$ cat src/rtl/bp_pkg.sv
package bp_pkg;
    localparam int unsigned NUM_FAULT = 5;

    // detect indices into the qualified-fault vector
    localparam int unsigned FI_OV  = 0;
    localparam int unsigned FI_UV  = 1;
    localparam int unsigned FI_COC = 2;
    localparam int unsigned FI_DOC = 3;
    localparam int unsigned FI_SC  = 4;

    // register bit positions
    localparam int unsigned RB_OV  = 7;
    localparam int unsigned RB_UV  = 6;
    localparam int unsigned RB_COC = 5;
    localparam int unsigned RB_DOC = 4;
    localparam int unsigned RB_CM  = 3;
    localparam int unsigned RB_DM  = 2;
    localparam int unsigned RB_CE  = 1;
    localparam int unsigned RB_DE  = 0;

    typedef struct packed {
        logic ov;
        logic uv;
        logic coc;
        logic doc;
    } flags_t;
endpackage

$ cat src/rtl/bp_qual_timer.sv
module bp_qual_timer #(
    parameter int unsigned DLY = 4
) (
    input  logic clk,
    input  logic rst_n,
    input  logic cond,
    output logic hit
);
    localparam int unsigned CW = (DLY > 1) ? $clog2(DLY) : 1;
    localparam logic [CW-1:0] LAST = CW'(DLY - 1);

    typedef struct packed {
        logic [CW-1:0] cnt;
    } tmr_t;

    tmr_t s_d, s_q;

    always_comb begin
        s_d = s_q;
        hit = cond && (s_q.cnt == LAST);
        if (!cond)
            s_d.cnt = '0;
        else if (s_q.cnt != LAST)
            s_d.cnt = s_q.cnt + 1'b1;
    end

    always_ff @(posedge clk or negedge rst_n) begin
        if (!rst_n) s_q <= '0;
        else        s_q <= s_d;
    end


    cnt_range_chk: assert property (@(posedge clk) disable iff (!rst_n)
        s_q.cnt <= LAST);

    generate
        if (DLY > 1) begin : g_hold

            hold_before_hit_chk: assert property (@(posedge clk) disable iff (!rst_n)
                hit |-> $past(cond));
        end
    endgenerate
endmodule

$ cat src/rtl/bp_mode_ctl.sv
module bp_mode_ctl (
    input  logic clk,
    input  logic rst_n,
    input  logic uv_hit,
    input  logic ps_n,
    input  logic ps_clr,
    output logic asleep,
    output logic wake,
    output logic ps_lat
);
    typedef struct packed {
        logic asleep;
        logic ps_lat;
    } mode_t;

    mode_t s_d, s_q;

    always_comb begin
        s_d  = s_q;
        wake = s_q.asleep && !ps_n && !uv_hit;
        if (uv_hit)
            s_d.asleep = 1'b1;
        else if (wake)
            s_d.asleep = 1'b0;
        if (!ps_n)
            s_d.ps_lat = 1'b0;
        else if (ps_clr)
            s_d.ps_lat = 1'b1;
    end

    always_ff @(posedge clk or negedge rst_n) begin
        if (!rst_n) s_q <= '{asleep: 1'b0, ps_lat: 1'b1};
        else        s_q <= s_d;
    end

    assign asleep = s_q.asleep;
    assign ps_lat = s_q.ps_lat;


    uv_sleep_chk: assert property (@(posedge clk) disable iff (!rst_n)
        uv_hit |=> s_q.asleep);

    wake_chk: assert property (@(posedge clk) disable iff (!rst_n)
        (s_q.asleep && !ps_n && !uv_hit) |=> !s_q.asleep);

    sw_latch_chk: assert property (@(posedge clk) disable iff (!rst_n)
        !ps_n |=> !s_q.ps_lat);
endmodule

$ cat src/rtl/bp_fault_state.sv
module bp_fault_state
    import bp_pkg::*;
(
    input  logic                 clk,
    input  logic                 rst_n,
    input  logic [NUM_FAULT-1:0] hit,
    input  logic                 cell_lo,
    input  logic                 dsg_i,
    input  logic                 pack_lo,
    input  logic                 pack_hi,
    input  logic                 asleep,
    input  logic                 wake,
    input  logic                 wr_en,
    input  logic [7:0]           wr_data,
    output logic                 chg_off,
    output logic                 dsg_off,
    output logic [7:0]           rd_data
);
    typedef struct packed {
        flags_t flags;
        logic   ov_act;
        logic   coc_act;
        logic   doc_act;
        logic   ce;
        logic   de;
    } fs_t;

    localparam fs_t FS_RST = '{flags: '0, ov_act: 1'b0, coc_act: 1'b0,
                               doc_act: 1'b0, ce: 1'b1, de: 1'b1};

    fs_t  s_d, s_q;
    logic doc_any;

    always_comb begin
        s_d     = s_q;
        doc_any = hit[FI_DOC] || hit[FI_SC];

        // fault latches: a new qualification wins over its release
        if (hit[FI_OV])       s_d.ov_act = 1'b1;
        else if (cell_lo)     s_d.ov_act = 1'b0;
        if (hit[FI_COC])      s_d.coc_act = 1'b1;
        else if (pack_lo)     s_d.coc_act = 1'b0;
        if (doc_any)          s_d.doc_act = 1'b1;
        else if (pack_hi)     s_d.doc_act = 1'b0;

        // host clear by writing 0, then fault sets on top
        if (wr_en) begin
            if (!wr_data[RB_OV])  s_d.flags.ov  = 1'b0;
            if (!wr_data[RB_UV])  s_d.flags.uv  = 1'b0;
            if (!wr_data[RB_COC]) s_d.flags.coc = 1'b0;
            if (!wr_data[RB_DOC]) s_d.flags.doc = 1'b0;
            s_d.ce = wr_data[RB_CE];
            s_d.de = wr_data[RB_DE];
        end
        s_d.flags.ov  = s_d.flags.ov  | hit[FI_OV];
        s_d.flags.uv  = s_d.flags.uv  | hit[FI_UV];
        s_d.flags.coc = s_d.flags.coc | hit[FI_COC];
        s_d.flags.doc = s_d.flags.doc | doc_any;

        if (wake) begin
            s_d.ce = 1'b1;
            s_d.de = 1'b1;
        end
    end

    always_ff @(posedge clk or negedge rst_n) begin
        if (!rst_n) s_q <= FS_RST;
        else        s_q <= s_d;
    end

    always_comb begin
        chg_off = asleep || s_q.coc_act || !s_q.ce || (s_q.ov_act && !dsg_i);
        dsg_off = asleep || s_q.coc_act || s_q.doc_act || !s_q.de;
        rd_data = {s_q.flags, chg_off, dsg_off, s_q.ce, s_q.de};
    end


    ov_flag_sticky_chk: assert property (@(posedge clk) disable iff (!rst_n)
        (s_q.flags.ov && !(wr_en && !wr_data[RB_OV])) |=> s_q.flags.ov);

    flag_needs_fault_chk: assert property (@(posedge clk) disable iff (!rst_n)
        (!s_q.flags.doc && !hit[FI_DOC] && !hit[FI_SC]) |=> !s_q.flags.doc);

    coc_hold_chk: assert property (@(posedge clk) disable iff (!rst_n)
        (s_q.coc_act && !pack_lo) |=> s_q.coc_act);

    doc_hold_chk: assert property (@(posedge clk) disable iff (!rst_n)
        (s_q.doc_act && !pack_hi) |=> s_q.doc_act);

    wake_enable_chk: assert property (@(posedge clk) disable iff (!rst_n)
        wake |=> (s_q.ce && s_q.de));
endmodule

$ cat src/rtl/bp_fault_ctrl.sv
module bp_fault_ctrl
    import bp_pkg::*;
#(
    parameter int unsigned OV_DLY = 1000,
    parameter int unsigned UV_DLY = 2000,
    parameter int unsigned OC_DLY = 400,
    parameter int unsigned SC_DLY = 20
) (
    input  logic       clk,
    input  logic       rst_n,
    input  logic       ov_det,
    input  logic       cell_lo_det,
    input  logic       uv_det,
    input  logic       chg_oc_det,
    input  logic       dsg_oc_det,
    input  logic       short_det,
    input  logic       dsg_i_det,
    input  logic       pack_lo_det,
    input  logic       pack_hi_det,
    input  logic       pwr_sw_n,
    input  logic       ctl_wr,
    input  logic [7:0] ctl_wdata,
    output logic [7:0] ctl_rdata,
    input  logic       sw_lat_clr,
    output logic       sw_lat,
    output logic       chg_off,
    output logic       dsg_off,
    output logic       asleep
);
    function automatic int unsigned dly_of(input int unsigned idx);
        case (idx)
            FI_OV:   return OV_DLY;
            FI_UV:   return UV_DLY;
            FI_SC:   return SC_DLY;
            default: return OC_DLY;
        endcase
    endfunction

    logic [NUM_FAULT-1:0] cond_v;
    logic [NUM_FAULT-1:0] hit_v;
    logic                 wake;

    always_comb begin
        cond_v         = '0;
        cond_v[FI_OV]  = ov_det;
        cond_v[FI_UV]  = uv_det;
        cond_v[FI_COC] = chg_oc_det;
        cond_v[FI_DOC] = dsg_oc_det;
        cond_v[FI_SC]  = short_det;
    end

    generate
        for (genvar g = 0; g < NUM_FAULT; g++) begin : g_qual
            bp_qual_timer #(.DLY(dly_of(g))) u_qual (
                .clk   (clk),
                .rst_n (rst_n),
                .cond  (cond_v[g]),
                .hit   (hit_v[g])
            );
        end
    endgenerate

    bp_mode_ctl u_mode (
        .clk    (clk),
        .rst_n  (rst_n),
        .uv_hit (hit_v[FI_UV]),
        .ps_n   (pwr_sw_n),
        .ps_clr (sw_lat_clr),
        .asleep (asleep),
        .wake   (wake),
        .ps_lat (sw_lat)
    );

    bp_fault_state u_state (
        .clk     (clk),
        .rst_n   (rst_n),
        .hit     (hit_v),
        .cell_lo (cell_lo_det),
        .dsg_i   (dsg_i_det),
        .pack_lo (pack_lo_det),
        .pack_hi (pack_hi_det),
        .asleep  (asleep),
        .wake    (wake),
        .wr_en   (ctl_wr),
        .wr_data (ctl_wdata),
        .chg_off (chg_off),
        .dsg_off (dsg_off),
        .rd_data (ctl_rdata)
    );


    sleep_gates_chk: assert property (@(posedge clk) disable iff (!rst_n)
        asleep |-> (chg_off && dsg_off));

    active_ps_quiet_chk: assert property (@(posedge clk) disable iff (!rst_n)
        (!asleep && !uv_det && !hit_v[FI_UV]) |=> !asleep);
endmodule

$ cat config.mk
export PLATFORM = sky130hd
export DESIGN_NAME = bp_fault_ctrl
export DESIGN_NICKNAME = d
export VERILOG_FILES = /design/src/rtl/bp_pkg.sv /design/src/rtl/bp_qual_timer.sv /design/src/rtl/bp_mode_ctl.sv /design/src/rtl/bp_fault_state.sv /design/src/rtl/bp_fault_ctrl.sv
export SDC_FILE = /design/constraint.sdc
export NUM_CORES = 1
export LEC_CHECK = 0
export CORE_MARGIN = 5
export CORE_UTILIZATION = 35
export CTS_CLUSTER_SIZE = 12
export DETAILED_ROUTE_END_ITERATION = 8
export GPL_TIMING_DRIVEN = 0
export MAX_ROUTING_LAYER = met4
export PLACE_DENSITY = 0.65
export SETUP_SLACK_MARGIN = 0.15
export SLEW_MARGIN = 20
export SYNTH_ARGS = -nofsm -noshare
export SYNTH_HDL_FRONTEND = slang
export SYNTH_HIERARCHICAL = 1
export SYNTH_SLANG_ARGS = --single-unit
$ cat constraint.sdc
create_clock -name clk -period 3.6 [get_ports clk]
set_input_delay 0.9 -clock clk [delete_from_list [all_inputs] [get_ports clk]]
set_output_delay 0.9 -clock clk [all_outputs]
set_load 0.05 [all_outputs]
# Word level (Yosys, flattened, before mapping)

Cells that the tools add are included.

Bits of input ports: 22
Word-level logic and storage cells: 92
Output and inout port bits: 12
Register bits after elaboration: 55

Muxes and demuxes: 27
Bitwise operators: 4
Add/subtract/negate cells: 5
Reduce and logical (&&, ||, !) cells: 24
Equal/unequal tests: 16

Operators by type and width:

| cell                                                            | number |
|---|---|
| 9-bit two-way mux                                               | 4 |
| 11-bit two-way mux                                              | 2 |
| 10-bit two-way mux                                              | 2 |
| 9-bit by 1-bit adder with 9-bit output, second input constant   | 2 |
| 9-bit equality test, second input constant                      | 2 |
| 9-bit != test, second input constant                            | 2 |
| 1-bit two-way mux                                               | 14 |
| 2-bit by 1-bit != test with 1-bit output, second input constant | 6 |
| 11-bit by 1-bit adder with 11-bit output, second input constant | 1 |
| 11-bit equality test, second input constant                     | 1 |
| 11-bit != test, second input constant                           | 1 |
| 10-bit by 1-bit adder with 10-bit output, second input constant | 1 |
| 10-bit equality test, second input constant                     | 1 |
| 5-bit two-way mux                                               | 2 |
| 10-bit != test, second input constant                           | 1 |
| 2-bit nonzero test                                              | 5 |
| 1-bit logical AND                                               | 8 |
| 1-bit logical OR                                                | 6 |
| 5-bit by 1-bit adder with 5-bit output, second input constant   | 1 |
| 5-bit equality test, second input constant                      | 1 |
| 1-bit logical NOT                                               | 5 |
| 5-bit != test, second input constant                            | 1 |
| 2-bit two-way mux                                               | 2 |
| 4-bit two-way mux                                               | 1 |
| 1-bit bitwise OR                                                | 4 |

# Depth between registers and ports, before layout

Gate-level depths: netlist (run 1).

Depth after elaboration: 6
Gate-level depth with buffers: 6
Mapped depth without buffers: 6

# Hierarchy

The synthesis (run 1) kept the hierarchy.

By module, submodules not included:

| module                                | cells each | seq. area each (µm²) | area an instance (µm²) | times used |
|---|---|---|---|---|
| bp_qual_timer at g_qual[2].u_qual ... | 50         | 225.2                | 503.0                  | 2 |
| bp_qual_timer at g_qual[1].u_qual     | 58         | 275.3                | 590.6                  | 1 |
| bp_qual_timer at g_qual[0].u_qual     | 55         | 250.2                | 531.8                  | 1 |
| bp_fault_state                        | 41         | 227.7                | 429.2                  | 1 |
| bp_qual_timer at g_qual[4].u_qual     | 23         | 125.1                | 254.0                  | 1 |
| bp_mode_ctl                           | 5          | 51.3                 | 78.8                   | 1 |

# Least setup slack after synthesis (run 1)

Ideal clock, no wire load.

Path kind: input -> output
Start point: in dsg_i_det
End point: out ctl_rdata[3]
Buffers on the path: 1
Arrival: 1.759 ns
Data required time: 2.700 ns
Slack: 0.941 ns
Stages on the path: 3
Path through: nand2b_1 > nand3_1 > buf_4

Word-level cells in the longest chain between the ends: 3

RTL lines:

| element           | RTL line             | text |
|---|---|---|
| start, declared   | bp_fault_ctrl.sv:17  | `input logic dsg_i_det,` |
| 1-bit logical NOT | bp_fault_state.sv:72 | `chg_off = asleep \|\| s_q.coc_act \|\| !s_q.ce \|\| (s_q.ov_act && !dsg_i);` |
| 1-bit logical AND | bp_fault_state.sv:72 |  |
| 1-bit logical OR  | bp_fault_state.sv:72 |  |
| end, declared     | bp_fault_ctrl.sv:23  | `output logic [7:0] ctl_rdata,` |

Every way passes these cells.

# Final worst setup path (run 1)

Ends and elaborated chain as after synthesis.

==> impl_metrics.csv, run 1 <==
group,metric,value,unit
logic_synthesis,synthCells,282,
floorplan,die_y,101,um
clock_tree,clk_path_buf_depth,2,
logic_synthesis,ys_types,47,
critical_path,crit_chain,"clkdlybuf4s50_1 > nand2b_1 > nand3_1 > buf_4 > clkdlybuf4s50_1",
min_path,hold_start,"u_state/rd_data[6]$_DFF_PN0_",
min_path,min_path_cells,1,
routing,vias,2244,
floorplan,initial_utilization,35.5,%
critical_path,crit_required,2.70,ns
timing,rsz0062_at_grt,"false",
min_path,hp-class,"reg -> reg",
timing,max_freq,296,MHz
routing,first_pass_iters,4,
timing,slew_viol_final,0,
clock_tree,clock_sinks,55,
critical_path,start_kind,"primary input",
timing,slew_headroom,64.3,%
timing,final.min_clock_period,3.38,ns
critical_path,cp_common_cell,"clkdlybuf4s50_1",
place,placed_area,0.00335,mm2
run,maxCapViolations,0,
critical_path,reg2reg_depth,6,
global_route,grt_antenna_before_repair,0,
timing,fin_tns_setup,0,ns
power,p_sw_share,24.2,%
place,place_hpwl,4.08,mm
power,clkPwrFrac,35.0,%
critical_path,r2r_setup_slack,1.74,ns
critical_path,r2r_start,"g_qual[1].u_qual/s_q[0]$_DFFE_PN0P_",
timing,hold_viol_final,0,
clock_tree,cts_resized,0,
global_route,grt_pass1_vias,2168,
critical_path,end_kind,"output port",
power,p_seq_share,54.0,%
critical_path,path_max_fanout,2,
routing,via_per_inst,5.27,
logic_synthesis,synth_edf_count,0,
global_route,grt_usage,12.3,%
timing,clock_skew,0.00664,ns
logic_synthesis,ys.warnings.count,6,
floorplan,dieArea,0.0102,mm2
finish,area_delta_synth_final,19.9,%
power,p_leak,1.46,nW
clock_tree,clk_latency,0.30,ns
logic_synthesis,synthArstFlopShare,100,%
clock_tree,cts-root-buf,"clkbuf_8",
floorplan,ios,34,
routing,ant_nets,0,
critical_path,r2r-end,"u_state/rd_data[0]$_DFFE_PN1P_",
power,power.density,351,mW/mm2
outcome,outcome,"completed",
clock_tree,cts_buffers,5,
global_route,overflow,0,
logic_synthesis,synth-seq-cells,55,
place,gp_congestion,0.774,
logic_synthesis,synth-main-ff-cell,"dfrtp_1",
critical_path,critPathSlowestCell,"clkdlybuf4s50_1",
place,place_ws,0.185,ns
critical_path,arrival,2.48,ns
power,p_switching,0.294,mW
global_route,grt_pass1_wl,9.82,mm
floorplan,fp-row-count,33,
timing,tightest_slew,0.531,ns
finish,nets,347,
clock_tree,cts_hold_buf,0,
critical_path,critPathTopFamily,"buffers and inverters",
timing,finalWorstSetupSlack,0.220,ns
timing,finalSetupViolations,0,
power,vdd_drop_max,0.146,mV
min_path,min_to,"u_state/rd_data[6]$_DFF_PN0_",
timing,holdWs,0.486,ns
finish,fin_area,0.00346,mm2
clock_tree,clk_pin_slew,0.09,ns
clock_tree,tritoncts,"built",
power,p_int,0.921,mW
routing,first_iter_violations,48,
routing,drc,0,
critical_path,cpPeakStageDelay,0.79,ns
floorplan,die_x,101,um
logic_synthesis,avgSynthCellArea,10.2,um2
place,io_buffer_count,30,
critical_path,crit_buf_inv,3,
clock_tree,h-tree-depth,2,
logic_synthesis,seq_area_frac_synth,47.7,%
critical_path,startpoint,"dsg_i_det",
finish,post-route-util,42.6,%
clock_tree,post-cts-setup-buffers,0,
routing,wire_per_inst,13.3,um
timing,fin_crit_sh,93.9,%
critical_path,crit_type,"in -> out",
routing,wirelength,5.65,mm
power,p_comb_share,11.0,%
global_route,grt_max_degree,56,
logic_synthesis,syn-cell-area,0.00289,mm2
floorplan,core_area,0.00813,mm2
logic_synthesis,synth_fp_nets,309,
finish,drive_gt1_share,11.2,%
finish,antenna_cells,0,
[layer usage]
metal / up-vias / track usage [%] / part of all wire [%]
met5: - / - / 0
met4: 0 / 3.73 / 0.99
met3: 4 / 2.56 / 3.4
met2: 37 / 19.7 / 47
met1: 1093 / 15.5 / 48
li1: 1110 / - / -
[final cells by class]
| type | instances | area [um2] |
|---|---|---|
| Multi-Input combinational cell | 202 | 1390 |
| Buffer | 11 | 71.3 |
| Inverter | 14 | 52.6 |
| Timing Repair Buffer | 31 | 325 |
| Fill cell | 796 | 4670 |
| Clock buffer | 6 | 82.6 |
| Clock inverter | 2 | 35.0 |
| Tap cell | 105 | 131 |
| Sequential cell | 55 | 1380 |
[cells by family (layout without fill, tap and decap cells)]
kind of cell	after synthesis	in the layout	share of synthesized area, %
xor+xnor	5	5	1.52
mux	9	9	3.12
flops	55	55	47.7
compound gates	69	69	15.5
buf+inv	25	64	4.29
fa+ha+maj	5	5	2.16
simple gates	114	114	25.7
[metrics by stage]
stage               power (mW)  cells
finish                    1.21    426
global route              1.28    426
CTS                       1.24    426
detailed placement       0.804    418
global placement         0.798    417
floorplan                0.736    282
[worst max path at each step]
stage	cells after the start	slack, ns	endpoint
6_report	5	0.22	ctl_rdata[3]
5_1_grt	5	0.16	ctl_rdata[3]
3_5_place_dp	5	0.19	ctl_rdata[3]
3_3_place_gp	1	-0.19	g_qual[2].u_qual/s_q[3]$_DFFE_PN0P_
2_1_floorplan	3	0.94	ctl_rdata[3]
4_1_cts	5	0.18	ctl_rdata[3]
[Yosys cell counts (2+ instances only)]
| cell | instances | area [um2] |
|---|---|---|
| dfrtp_1 | 52 | 1300 |
| mux2i_1 | 9 | 90.1 |
| o21ai_1 | 4 | 20.0 |
| nand2b_1 | 14 | 87.6 |
| o211ai_1 | 5 | 37.5 |
| xnor2_1 | 4 | 35.0 |
| or3_1 | 8 | 50.1 |
| clkbuf_1 | 3 | 11.3 |
| nor2b_1 | 3 | 18.8 |
| a211o_1 | 4 | 35.0 |
| nor4_2 | 2 | 25.0 |
| nand3_1 | 16 | 80.1 |
| a31oi_1 | 7 | 43.8 |
| o21ai_0 | 11 | 55.1 |
| nor4b_2 | 2 | 30.0 |
| nor3b_1 | 3 | 22.5 |
| inv_1 | 14 | 52.6 |
| buf_4 | 8 | 60.1 |
| o31ai_1 | 9 | 67.6 |
| nand4_2 | 5 | 62.6 |
| o21a_1 | 2 | 15.0 |
| a21o_1 | 6 | 45.0 |
| nand4b_1 | 2 | 17.5 |
| dfstp_2 | 3 | 78.8 |
| nor2_1 | 4 | 15.0 |
| nand2_1 | 25 | 93.8 |
| nand4_1 | 4 | 25.0 |
| or4_1 | 6 | 45.0 |
| ha_1 | 5 | 62.6 |
| a21oi_1 | 13 | 65.1 |
| or4b_1 | 2 | 20.0 |
| and2_1 | 7 | 43.8 |
| a21boi_1 | 6 | 45.0 |
[power by group through the flow]
stage / Clock (mW) / Sequential [mW] / Combinational (mW)
floorplan: 0 / 0.666 / 0.0707
global placement: 0 / 0.667 / 0.131
detailed placement: 0 / 0.667 / 0.137
CTS: 0.445 / 0.656 / 0.137
global route: 0.467 / 0.659 / 0.149
finish: 0.425 / 0.656 / 0.134
[state kept, by name (all words and copies together), names as in the netlist]
| signal | count |
|---|---|
| g_qual.u_qual/s_q | 44 |
| u_state/rd_data | 6 |
| u_state/s_q | 3 |
| u_mode/asleep | 1 |
| u_mode/ps_lat | 1 |
[cell usage in the layout, fill, tap and decap left out, types with 4 or more instances in the layout]
cell type / count
dfrtp_1: 52
a21o_1: 6
a21boi_1: 6
inv_1: 14
a31oi_1: 7
o21ai_1: 4
nor2_1: 4
o211ai_1: 5
nand4_2: 5
clkdlybuf4s50_1: 29
nand2b_1: 14
a21oi_1: 13
nand4_1: 4
nand3_1: 16
nand2_1: 25
a211o_1: 4
clkbuf_8: 6
ha_1: 5
or3_1: 8
or4_1: 6
o31ai_1: 9
o21ai_0: 11
mux2i_1: 9
buf_4: 9
xnor2_1: 4
and2_1: 7
Note: power is estimated with default switching activity, not from simulation.
==> inputs of run 2 (changes only) <==
--- a/config.mk
+++ b/config.mk
@@ -9,7 +9,6 @@
 export CORE_UTILIZATION = 35
 export CTS_CLUSTER_SIZE = 12
 export DETAILED_ROUTE_END_ITERATION = 8
-export GPL_TIMING_DRIVEN = 0
 export MAX_ROUTING_LAYER = met4
 export PLACE_DENSITY = 0.65
 export SETUP_SLACK_MARGIN = 0.15
==> impl_metrics.csv, run 2 (synthesis results as in run 1) <==
group,metric,value,unit
critical_path,crit_type,"in -> out",
timing,fin_crit_sh,75.7,%
floorplan,die_y,101,um
routing,first_iter_violations,52,
clock_tree,cts_buffers,5,
critical_path,crit_required,2.70,ns
clock_tree,clk_path_buf_depth,2,
place,placed_area,0.00327,mm2
clock_tree,cts_resized,0,
finish,final_common_cell,"dfrtp_1",
critical_path,r2r_setup_slack,1.72,ns
global_route,grt_usage,12.7,%
place,io_buffer_count,31,
critical_path,startpoint,"dsg_i_det",
timing,clock_skew,0.00978,ns
critical_path,path_max_fanout,2,
power,vdd_drop_max,0.151,mV
outcome,outcome,"completed",
critical_path,r2r-end,"u_state/rd_data[0]$_DFFE_PN1P_",
finish,drive_gt1_share,9.62,%
timing,tightest_slew,0.510,ns
floorplan,fp-row-count,33,
floorplan,initial_utilization,35.5,%
floorplan,core_area,0.00813,mm2
routing,wire_per_inst,14.1,um
place,place_ws,0.860,ns
timing,hold_viol_final,0,
routing,via_per_inst,5.37,
min_path,hp-class,"in -> async",
global_route,grt_pass1_wl,10.2,mm
clock_tree,cts_hold_buf,0,
timing,fin_tns_setup,0,ns
run,maxCapViolations,0,
power,p_leak,1.39,nW
finish,top_register,"g_qual.u_qual/s_q",
critical_path,r2r_start,"g_qual[1].u_qual/s_q[0]$_DFFE_PN0P_",
routing,wirelength,5.89,mm
floorplan,die_x,101,um
finish,antenna_cells,0,
clock_tree,tritoncts,"built",
routing,vias,2240,
global_route,grt_pass1_vias,2222,
critical_path,start_kind,"primary input",
finish,nets,338,
clock_tree,cts-root-buf,"clkbuf_8",
routing,drc,0,
timing,slew_headroom,65.9,%
timing,max_freq,367,MHz
clock_tree,clk_pin_slew,0.10,ns
power,power,1.13,mW
global_route,overflow,0,
critical_path,reg2reg_depth,6,
clock_tree,h-tree-depth,2,
finish,largest_reg_flops,44,
floorplan,ios,34,
critical_path,crit_end,"ctl_rdata[3]",
critical_path,end_kind,"output port",
place,place_hpwl,4.25,mm
finish,n_fill_cell,793,
finish,layout_common_cells,"dfrtp_1 (52), clkdlybuf4s50_1 (28), nand2_1 (25), nand3_1 (16)",
clock_tree,post-cts-setup-buffers,0,
clock_tree,clock_sinks,55,
timing,slew_viol_final,0,
global_route,grt_antenna_before_repair,0,
timing,finalWorstSetupSlack,0.875,ns
power,power.density,338,mW/mm2
routing,first_pass_iters,4,
timing,final.min_clock_period,2.73,ns
global_route,grt_max_degree,29,
timing,finalSetupViolations,0,
critical_path,arrival,1.83,ns
place,gp_congestion,0.809,
timing,rsz0062_at_grt,"false",
floorplan,dieArea,0.0102,mm2
finish,area_delta_synth_final,16.1,%
routing,ant_nets,0,
finish,fin_area,0.00335,mm2
clock_tree,clk_latency,0.31,ns
-- run 2: worst min path at each step --
stage / endpoint / slack, ns / cells after the start
4_1_cts: u_state/s_q[2]$_DFFE_PN0P_ / 0.47 / 1
3_3_place_gp: u_state/s_q[4]$_DFFE_PN0P_ / 0.46 / 1
3_5_place_dp: u_state/s_q[4]$_DFFE_PN0P_ / 0.47 / 1
6_report: u_state/rd_data[4]$_DFF_PN0_ / 0.47 / 1
2_1_floorplan: u_state/s_q[3]$_DFFE_PN0P_ / 0.45 / 1
5_1_grt: u_state/rd_data[4]$_DFF_PN0_ / 0.47 / 1
-- run 2: metal layers --
metal	wire [um]	up-vias	GRT usage, %
li1	-	1087	-
met1	2790	1107	16.2
met2	2780	39	20.2
met3	244	7	2.56
met4	72	0	4.35
met5	0	-	-
-- run 2: critical path, cell delays in order --
cell and delay [ns]:
clkdlybuf4s50_1 0.45, nand2b_1 0.13, nand3_1 0.13, buf_4 0.22
-- run 2: report_power, final --
| part | internal, mW | switching [mW] | leakage [nW] |
|---|---|---|---|
| registers | 0.636 | 0.0200 | 0.745 |
| clock network | 0.140 | 0.212 | 0.0418 |
| logic | 0.0531 | 0.0719 | 0.606 |
| total | 0.829 | 0.304 | 1.39 |
-- run 2: area by class of cell --
type	count	area [um2]	area share [%]
Multi-Input combinational cell	202	1390	41.3
Sequential cell	55	1380	41.1
Timing Repair Buffer	33	315	9.40
Tap cell	105	131	3.92
Clock buffer	6	72.6	2.16
Inverter	14	52.6	1.57
Clock inverter	2	16.3	0.485
-- run 2: stage by stage --
stage               cells  util [%]  hold WS (ns)
CTS                   417      41.2         0.468
finish                417      41.2         0.467
detailed placement    409      40.1         0.468
floorplan             282         -         0.450
global placement      409      40.1         0.463
global route          417      41.2         0.473
